### src/rtl/pwm8_pkg.sv
package pwm8_pkg;
  localparam int DW = 8;
  localparam int PRE_W = 10;

  typedef enum logic [1:0] {
    MODE_NORMAL = 2'b00,
    MODE_PHASE  = 2'b01,
    MODE_CTC    = 2'b10,
    MODE_FAST   = 2'b11
  } wgm_e;

  localparam logic [1:0] A_CTRL = 2'd0;
  localparam logic [1:0] A_CNT  = 2'd1;
  localparam logic [1:0] A_CMP  = 2'd2;
  localparam logic [1:0] A_FLAG = 2'd3;

  function automatic logic is_pwm(input wgm_e m);
    return m[0];
  endfunction
endpackage

### src/rtl/pwm8_prescale.sv
module pwm8_prescale #(
  parameter int PRE_W = 10
) (
  input  logic       clk,
  input  logic       rst,
  input  logic       restart,
  input  logic [2:0] csel,
  output logic       tick
);
  logic [PRE_W-1:0] pre_q;
  logic [PRE_W-1:0] mask;
  int unsigned      sh;

  always_comb begin
    case (csel)
      3'd1:    sh = 0;
      3'd2:    sh = 3;
      3'd3:    sh = 5;
      3'd4:    sh = 6;
      3'd5:    sh = 7;
      3'd6:    sh = 8;
      default: sh = 10;
    endcase
    mask = PRE_W'((1 << sh) - 1);
  end

  assign tick = (csel != 3'd0) && ((pre_q & mask) == mask);

  always_ff @(posedge clk) begin
    if (rst || restart || csel == 3'd0) pre_q <= '0;
    else                                pre_q <= pre_q + 1'b1;
  end
endmodule

### src/rtl/pwm8_counter.sv
module pwm8_counter
  import pwm8_pkg::*;
#(
  parameter int W = 8
) (
  input  logic         clk,
  input  logic         rst,
  input  logic         tick,
  input  wgm_e         mode,
  input  logic [W-1:0] ocr_act,
  input  logic         cnt_wr,
  input  logic [W-1:0] cnt_wdata,
  output logic [W-1:0] cnt,
  output logic         dir_down,
  output logic         at_max,
  output logic         match,
  output logic         ovf_set
);
  localparam logic [W-1:0] MAXV = '1;
  localparam logic [W-1:0] MAXM1 = MAXV - 1'b1;

  assign at_max  = tick && (cnt == MAXV);
  assign match   = tick && (cnt == ocr_act);
  assign ovf_set = (mode == MODE_PHASE) ? (tick && dir_down && cnt == '0) : at_max;

  always_ff @(posedge clk) begin
    if (rst) begin
      cnt      <= '0;
      dir_down <= 1'b0;
    end else begin
      if (mode != MODE_PHASE) dir_down <= 1'b0;
      if (cnt_wr) begin
        cnt <= cnt_wdata;
      end else if (tick) begin
        case (mode)
          MODE_PHASE: begin
            if (!dir_down) begin
              if (cnt == MAXV) begin
                dir_down <= 1'b1;
                cnt      <= MAXM1;
              end else begin
                cnt <= cnt + 1'b1;
              end
            end else begin
              if (cnt == '0) begin
                dir_down <= 1'b0;
                cnt      <= W'(1);
              end else begin
                cnt <= cnt - 1'b1;
              end
            end
          end
          MODE_CTC: cnt <= (cnt == ocr_act) ? '0 : cnt + 1'b1;
          default:  cnt <= cnt + 1'b1;
        endcase
      end
    end
  end
endmodule

### src/rtl/pwm8_wave.sv
module pwm8_wave
  import pwm8_pkg::*;
(
  input  logic       clk,
  input  logic       rst,
  input  wgm_e       mode,
  input  logic [1:0] com,
  input  logic       match,
  input  logic       wrap,
  input  logic       dir_down,
  input  logic       force_evt,
  input  logic [1:0] force_com,
  output logic       wave
);
  function automatic logic plain_act(input logic [1:0] c, input logic cur);
    case (c)
      2'b01:   return !cur;
      2'b10:   return 1'b0;
      2'b11:   return 1'b1;
      default: return cur;
    endcase
  endfunction

  logic nxt;

  always_comb begin
    nxt = wave;
    if (force_evt) begin
      nxt = plain_act(force_com, wave);
    end else begin
      case (mode)
        MODE_FAST: begin
          if (com[1]) begin
            if (wrap)       nxt = !com[0];
            else if (match) nxt = com[0];
          end
        end
        MODE_PHASE: begin
          if (com[1] && match) nxt = dir_down ? !com[0] : com[0];
        end
        default: begin
          if (match) nxt = plain_act(com, wave);
        end
      endcase
    end
  end

  always_ff @(posedge clk) begin
    if (rst) wave <= 1'b0;
    else     wave <= nxt;
  end
endmodule

### src/rtl/pwm8_timer.sv
module pwm8_timer
  import pwm8_pkg::*;
(
  input  logic       clk,
  input  logic       rst,
  input  logic       wr_en,
  input  logic [1:0] addr,
  input  logic [7:0] wdata,
  output logic [7:0] rdata,
  input  logic       dir_en,
  output logic       wave_out,
  output logic       wave_oe,
  output logic       ovf_flag,
  output logic       cmp_flag
);
  wgm_e          mode_q;
  logic [1:0]    com_q;
  logic [2:0]    cs_q;
  logic [DW-1:0] ocr_buf, ocr_act;
  logic [DW-1:0] cnt_q;
  logic          tick, dir_down, at_max, match, ovf_set;
  logic          ctrl_wr, cnt_wr, cmp_wr, flag_wr, force_evt;

  assign ctrl_wr   = wr_en && addr == A_CTRL;
  assign cnt_wr    = wr_en && addr == A_CNT;
  assign cmp_wr    = wr_en && addr == A_CMP;
  assign flag_wr   = wr_en && addr == A_FLAG;
  assign force_evt = ctrl_wr && wdata[7] && !wdata[6];

  always_ff @(posedge clk) begin
    if (rst) begin
      mode_q <= MODE_NORMAL;
      com_q  <= 2'b00;
      cs_q   <= 3'b000;
    end else if (ctrl_wr) begin
      mode_q <= wgm_e'({wdata[3], wdata[6]});
      com_q  <= wdata[5:4];
      cs_q   <= wdata[2:0];
    end
  end

  always_ff @(posedge clk) begin
    if (rst) begin
      ocr_buf <= '0;
      ocr_act <= '0;
    end else begin
      if (cmp_wr) ocr_buf <= wdata;
      if (!is_pwm(mode_q))  ocr_act <= cmp_wr ? wdata : ocr_buf;
      else if (at_max)      ocr_act <= ocr_buf;
    end
  end

  always_ff @(posedge clk) begin
    if (rst) begin
      ovf_flag <= 1'b0;
      cmp_flag <= 1'b0;
    end else begin
      if (ovf_set)                    ovf_flag <= 1'b1;
      else if (flag_wr && wdata[0])   ovf_flag <= 1'b0;
      if (match)                      cmp_flag <= 1'b1;
      else if (flag_wr && wdata[1])   cmp_flag <= 1'b0;
    end
  end

  pwm8_prescale #(.PRE_W(PRE_W)) u_pre (
    .clk(clk), .rst(rst), .restart(ctrl_wr), .csel(cs_q), .tick(tick)
  );

  pwm8_counter #(.W(DW)) u_cnt (
    .clk(clk), .rst(rst), .tick(tick), .mode(mode_q), .ocr_act(ocr_act),
    .cnt_wr(cnt_wr), .cnt_wdata(wdata), .cnt(cnt_q), .dir_down(dir_down),
    .at_max(at_max), .match(match), .ovf_set(ovf_set)
  );

  pwm8_wave u_wave (
    .clk(clk), .rst(rst), .mode(mode_q), .com(com_q), .match(match),
    .wrap(at_max && mode_q == MODE_FAST), .dir_down(dir_down),
    .force_evt(force_evt), .force_com(wdata[5:4]), .wave(wave_out)
  );

  assign wave_oe = dir_en && (com_q != 2'b00);

  always_comb begin
    case (addr)
      A_CTRL:  rdata = {1'b0, mode_q[0], com_q, mode_q[1], cs_q};
      A_CNT:   rdata = cnt_q;
      A_CMP:   rdata = ocr_buf;
      default: rdata = {6'b0, cmp_flag, ovf_flag};
    endcase
  end
endmodule

### config.mk
export PLATFORM = sky130hd
export DESIGN_NAME = pwm8_timer
export DESIGN_NICKNAME = d
export VERILOG_FILES = /design/src/rtl/pwm8_pkg.sv /design/src/rtl/pwm8_prescale.sv /design/src/rtl/pwm8_counter.sv /design/src/rtl/pwm8_wave.sv /design/src/rtl/pwm8_timer.sv
export SDC_FILE = /design/constraint.sdc
export NUM_CORES = 1
export LEC_CHECK = 0
export ABC_AREA = 1
export CORE_ASPECT_RATIO = 2
export CORE_MARGIN = 3
export CORE_UTILIZATION = 40
export CTS_CLUSTER_DIAMETER = 100
export DETAILED_ROUTE_END_ITERATION = 16
export RECOVER_POWER = 50
export REMOVE_ABC_BUFFERS = 1
export SYNTH_ARGS = -nofsm -noshare
export SYNTH_HDL_FRONTEND = slang
export SYNTH_HIERARCHICAL = 1
export SYNTH_SLANG_ARGS = --single-unit
### constraint.sdc
create_clock -name clk -period 2.7 [get_ports clk]
set_input_delay 0.405 -clock clk [delete_from_list [all_inputs] [get_ports clk]]
set_output_delay 0.405 -clock clk [all_outputs]
set_load 0.03 [all_outputs]
# --- Word level (Yosys, flattened, before mapping) ---
# Index checks and enable logic that the tools add are counted.
word_totals:
  register_bits: 45
  latchBits: 0
  mem_bits_rw: 0
  mem_bits_ro: 0
  inputBits: 14
  out_inout_bits: 12
  word_cells: 110
  mem_count: 0
op_classes:
  addsub: 4
  mul: 0
  div: 0
  order_cmp: 0
  eq_ne: 27
  shifts: 1
  mux: 34
  bitwise: 1
  n_reduce_logical: 32
ops:
  columns: ["operator", "n"]
  rows:
  - ["two-way mux 8 bit", 9]
  - ["one-hot mux 4 bit (6 select lines)", 1]
  - ["one-hot mux 8 bit (3 select lines)", 1]
  - ["two-way mux 1 bit", 19]
  - ["== test 2 bit (second input constant)", 8]
  - ["logical AND 1 bit", 16]
  - ["one-hot mux 8 bit (2 select lines)", 1]
  - ["adder 10 x 1 -> 10 bit (second input constant)", 1]
  - ["AND 10 bit", 1]
  - ["== test 10 bit", 1]
  - ["<< shifter 1 x 4 -> 10 bit (first input constant)", 1]
  - ["subtractor 10 x 2 -> 10 bit (second input constant)", 1]
  - ["== test 3 bit (second input constant)", 3]
  - ["adder 8 x 1 -> 8 bit (second input constant)", 1]
  - ["== test 2 x 1 -> 1 bit (second input constant)", 4]
  - ["== test 8 bit", 1]
  - ["== test 8 bit (second input constant)", 1]
  - ["logical NOT 8 bit", 1]
  - ["nonzero test 2 bit", 4]
  - ["subtractor 8 x 1 -> 8 bit (second input constant)", 1]
  - ["== test 3 x 2 -> 1 bit (second input constant)", 2]
  - ["one-hot mux 1 bit (3 select lines)", 2]
  - ["AND reduction 6 bit", 1]
  - ["nonzero test 6 bit", 1]
  - ["13 further kinds", 17]

# --- Depth between registers and ports, before layout ---
depth:
  word_depth: 13
  depth_mapped: 21
  depth_no_buf: 21

# --- Modules after synthesis ---
# Netlist, hierarchy kept.
by_module_without_submodules:
  columns: ["module", "instances", "cells_each", "area_each_um2", "seq_area_each_um2"]
  rows:
  - ["pwm8_timer", 1, 188, 1275.0, 500.5]
  - ["pwm8_counter", 1, 196, 1172.4, 180.2]
  - ["pwm8_prescale", 1, 93, 610.6, 200.2]
  - ["pwm8_wave", 1, 51, 234.0, 20.0]

# --- Least setup slack after synthesis ---
# No wires, ideal clock.
synth_path:
  kind: "register -> register"
  from: "reg cs_q[2]"
  to: "reg u_wave.wave"
  setup_time_ps: 112
  arrival_time_ps: 2287
  required_time_ps: 2588
  slack_ps: 302
  path_stages_with_launch: 19
  path_buffers: 0
  period_less_slack_ps: 2398
  path_cell_list: "dfxtp_1 inv_2 nand3_1 ha_1 inv_1 nand2_1 nand2_1 a21oi_2 nand3_1 nor2_1 inv_1 nor2_1 nand2_1 nor2_1 nor2_1 o21bai_1 nand3_1 nor2_1 nor2_1"
synth_between:
  elab_chain_len: 13
  word_cells_on_any_way: 25
  cone_classes: "add/sub: 1; eq/ne: 9; shift: 1; mux: 5; bitwise: 1; reduce/logical: 8"
synth_rtl:
  columns: ["element", "line_no", "text"]
  rows:
  - ["start, declared", "pwm8_timer.sv:18", "logic [2:0] cs_q;"]
  - ["start signal, assigned", "pwm8_timer.sv:38", "cs_q <= wdata[2:0];"]
  - ["== test 3 bit (tied with other cells)", "pwm8_prescale.sv:15", "case (csel)"]
  - ["one-hot mux 4 bit (6 select lines)", "pwm8_prescale.sv:15", null]
  - ["<< shifter 1 x 4 -> 10 bit", "pwm8_prescale.sv:24", "mask = PRE_W'((1 << sh) - 1);"]
  - ["subtractor 10 x 2 -> 10 bit", "pwm8_prescale.sv:24", null]
  - ["AND 10 bit", "pwm8_prescale.sv:27", "assign tick = (csel != 3'd0) && ((pre_q & mask) == mask);"]
  - ["== test 10 bit", "pwm8_prescale.sv:27", null]
  - ["logical AND 1 bit (*)", "pwm8_prescale.sv:27", null]
  - ["named net tick", "pwm8_timer.sv:21", "logic tick, dir_down, at_max, match, ovf_set;"]
  - ["logical AND 1 bit (*)", "pwm8_counter.sv:22", "assign at_max = tick && (cnt == MAXV);"]
  - ["named net at_max", "pwm8_timer.sv:21", null]
  - ["logical AND 1 bit (*)", "pwm8_timer.sv:77", ".wrap(at_max && mode_q == MODE_FAST), .dir_down(dir_down),"]
  - ["two-way mux 1 bit", "pwm8_wave.sv:34", "if (wrap) nxt = !com[0];"]
  - ["two-way mux 1 bit", "pwm8_wave.sv:33", "if (com[1]) begin"]
  - ["one-hot mux 1 bit (2 select lines)", "pwm8_wave.sv:31", "case (mode)"]
  - ["two-way mux 1 bit", "pwm8_wave.sv:28", "if (force_evt) begin"]
  - ["end signal, assigned", "pwm8_wave.sv:50", "else wave <= nxt;"]
  - ["end, declared", "pwm8_wave.sv:13", "output logic wave"]
# Mark *: on every way through the listed nets, which the timed path passes. The rest lies on a longest branch. The select of a mux whose other input is x is not followed.
# A chain may end at the register's enable or synchronous reset.

# --- Worst setup path after layout ---
layout_path:
  from: "in addr[1]"
  to: "out rdata[1]"
layout_between:
  elab_chain_len: 2
  word_cells_on_any_way: 4
  cone_classes: "eq/ne: 2; mux: 1; reduce/logical: 1"
layout_rtl:
  columns: ["element", "line_no", "text"]
  rows:
  - ["start, declared", "pwm8_timer.sv:7", "input logic [1:0] addr,"]
  - ["== test 2 bit (tied with other cells)", "pwm8_timer.sv:84", "case (addr)"]
  - ["one-hot mux 8 bit (3 select lines) (*)", "pwm8_timer.sv:84", null]
  - ["end, declared", "pwm8_timer.sv:9", "output logic [7:0] rdata,"]
# Every way passes the cells marked *; elsewhere a longest branch is shown, timed or not.

==> qor.txt <==
Status: complete, no violations
Worst path cell trace: dlygate4sd3_1 -> clkbuf_1 -> nor2_1 -> buf_4 -> nand2_1 -> nand4_1 -> buf_4
Syn Std Cell Area: 0.00329 sq mm
Synth top area share: 27.4%
GR Util met3: 2.93%
Area occupied by multi-input gates: 0.00199 sq mm
Slew Limit Headroom: 48.3%
Post-cts resize count: 0
Reg area: 902 sq um
Starting DRT DRC Count: 127
Hold path startpoint: u_pre/pre_q[0]
Largest net degree at the start of global routing: 24
Leakage power: 1.66 nW
Synth Instances: 528
Synth area leaders: dfxtp_1 (27%), nand2_1 (18%), nand3_1 (7.0%)
Remaining antenna violation count: 0
First-pass DRT Iterations: 5
Most common cell in the netlist: nand2_1
EDFF count, synth: 0
Cell accounting for the most synthesized area: dfxtp_1
Finish-stage setup viols: 0
Slowest Stage Delay on Critical Path: 0.60 ns
WS Path Type: input pin to output port
Startpoint types: input pin
Total Neg Setup Slack: 0 ns
Post-synthesis sequential area ratio: 27.4%
Syn avg cell area: 6.23 sq um
Diode count: 0
CP required: 2.30 ns
P&R area growth vs syn: 14.6%
Die area: 0.00942 sq mm
Unrepaired setup endpoints after global routing: no
Final Cycle Share: 91.3%
Minimum clock period: 2.47 ns
Final WL: 10,000 microns
Crit Path Max Fanout: 11
Fraction of registers with async set/reset: 0%
FF-to-FF Start: cs_q[1]
Initial antenna violation count: 0
Reg clk slew, reported paths: 0.06 ns
CP max-delay cell: dlygate4sd3_1
Final Power: 1.68 mW
CTS tree: built
DR vias: 3,416
# fillers: 841
Clk_skew: 0.00505 ns
Pwr dens: 446 mW/mm^2
Share of layout cells above drive strength 1: 13.4%
Highest clock rate: 0.406 GHz
Core area: 0.00794 sq mm
Buffers & Inverters on Critical Path: 4
Slew @ Worst Pin: 0.767 ns
Die H: 134 microns
Number of global-route vias before repair: 3,435
Per-cell routed wire length: 15.3 microns
Starting Density: 41.4%
CTS max path bufs: 2
GRT met2 Usage: 43.0%
Critical Path Source: addr[1]
Dominant synthesized flop cell: dfxtp_1
Yosys reg bits: 45
Buffers on Ports: 25
First-pass GRT wire length: 16,400 microns
Synth top cells by count: nand2_1 (158), nor2_1 (56), inv_1 (55), nand3_1 (46), dfxtp_1 (45)
Family with the most delay on the worst path: buffers and inverters
GR Layer Usage met1: 21.6%
Clk sink count: 45
Clock root buffer: clkbuf_16
Via/cell ratio: 5.20
Global route overflow: 0
FP Rows: 46
Nets: 583
Post-synthesis cell type count: 42
Max Slew Vio Count: 0
DP HPWL: 8100 microns
Drt drc: 0
VDD IR max: 295 uV
GRT Total Usage: 22.0%
Die width: 70.1 microns
Top Usage Layer GRT: met2
Post CTS Setup Buffer Count: 0
Worst hold path class: flop to flop
Hold Buf Count CTS: 0
Maxcap violations: 0
Arrival @ worst endpoint: 2.06 ns
I/O pin count: 26
YS warnings: 6
Clock Latency Late Sink: 0.29 ns
Most used cell, CP: buf_4
H-Tree Depth: 2
Crit. End Element: output port
Final hold violations: 0
Num CTS Buffers: 5
GP Congestion: 0.930
-- power by group --
part / total (mW) / switching, mW / internal [mW] / leakage, nW
sequential: 0.708 / 0.0249 / 0.683 / 0.365
clock: 0.685 / 0.255 / 0.430 / 0.0797
combinational: 0.287 / 0.184 / 0.102 / 1.21
-- final cells by class --
type / count / area share, %
tap: 96 / 3.19
sequential: 45 / 23.9
clock inverter: 2 / 0.929
clock buffer: 5 / 3.32
inverter: 72 / 7.17
multi-input combinational: 398 / 52.8
timing repair buffer: 39 / 8.69
-- logic make-up (layout without fill, tap and decap cells) --
kind of cell,Yosys count,count (layout),share of synthesized area [%]
AO/OA/AOI/OAI,73,73,13.6
XOR/XNOR,12,12,3.19
adder cells (fa/ha/maj),8,8,3.04
buffers and inverters,85,118,11.5
flip-flops,45,45,27.4
other,1,1,0.114
AND/OR/NAND/NOR,304,304,41.1
-- worst register-to-register path: stages (launching register included) --
cell      delay (ns)
dfxtp_1         0.37
inv_2           0.10
nand3_1         0.09
ha_1            0.29
inv_1           0.04
nand2_1         0.05
nand2_1         0.06
a21oi_2         0.10
nand3_1         0.09
nor2_2          0.14
inv_1           0.08
nor2_1          0.15
nand2_1         0.10
nor2_2          0.14
nor2_1          0.07
o21bai_1        0.12
nand3_1         0.11
nor2_1          0.13
nor2_1          0.05
-- state kept, by name, summed over array words and instances (netlist names) --
signal and cells:
ocr_buf 8, mode_q 2, com_q 2, u_wave/wave 1, ocr_act 8, cmp_flag 1, u_cnt/cnt 8, ovf_flag 1
u_pre/pre_q 10, cs_q 3, u_cnt/dir_down 1
-- per-stage QoR --
stage | utilization (%) | hold WS [ns] | instance area [sq um] | instances | worst slack [ns]
after global routing | 47.5 | 0.512 | 3770 | 657 | 0.0422
final | 47.5 | 0.474 | 3770 | 657 | 0.234
after global placement | 45.8 | 0.457 | 3640 | 650 | 0.361
after CTS | 47.8 | 0.481 | 3800 | 657 | 0.241
after floorplan | - | 0.429 | 3180 | 515 | 0.285
after detailed placement | 45.8 | 0.465 | 3640 | 650 | 0.255
-- per-layer routing --
metal / vias to the layer above / part of all wire (%) / routed length, microns
met5: - / 0 / 0
met4: 0 / 4.4 / 446
met3: 29 / 3.4 / 338
met2: 76 / 55 / 5550
met1: 1557 / 37 / 3690
li1: 1754 / - / -
-- layout by cell type, fill, tap and decap left out, types with 2 or more instances in the layout --
| cell type | n |
|---|---|
| inv_1 | 55 |
| xnor2_1 | 4 |
| nor2_1 | 55 |
| nand2_2 | 10 |
| a22oi_1 | 6 |
| o21ai_0 | 22 |
| buf_4 | 20 |
| nor2_4 | 2 |
| nor2_2 | 7 |
| o21a_1 | 2 |
| inv_2 | 15 |
| a21oi_1 | 23 |
| nand3_1 | 46 |
| ha_1 | 8 |
| nand4_1 | 12 |
| a21oi_2 | 5 |
| clkdlybuf4s50_1 | 12 |
| clkinv_1 | 2 |
| o211ai_1 | 7 |
| clkbuf_16 | 5 |
| nand3b_1 | 2 |
| nand2_1 | 159 |
| xor2_1 | 8 |
| a31oi_1 | 2 |
| o21ai_1 | 2 |
| nand3_2 | 4 |
| nor3_1 | 3 |
| clkbuf_1 | 2 |
| dlygate4sd3_1 | 5 |
| dfxtp_1 | 44 |
-- final timing paths --
check,end,slack [ns],cells after the start
worst max-delay path,rdata[1],0.23,7
worst min-delay path,u_pre/pre_q[0],0.47,1
worst max register to register,u_wave/wave,0.33,18
worst min register to register,u_pre/pre_q[0],0.47,1
No activity file was read; power rests on OpenSTA's default activity.
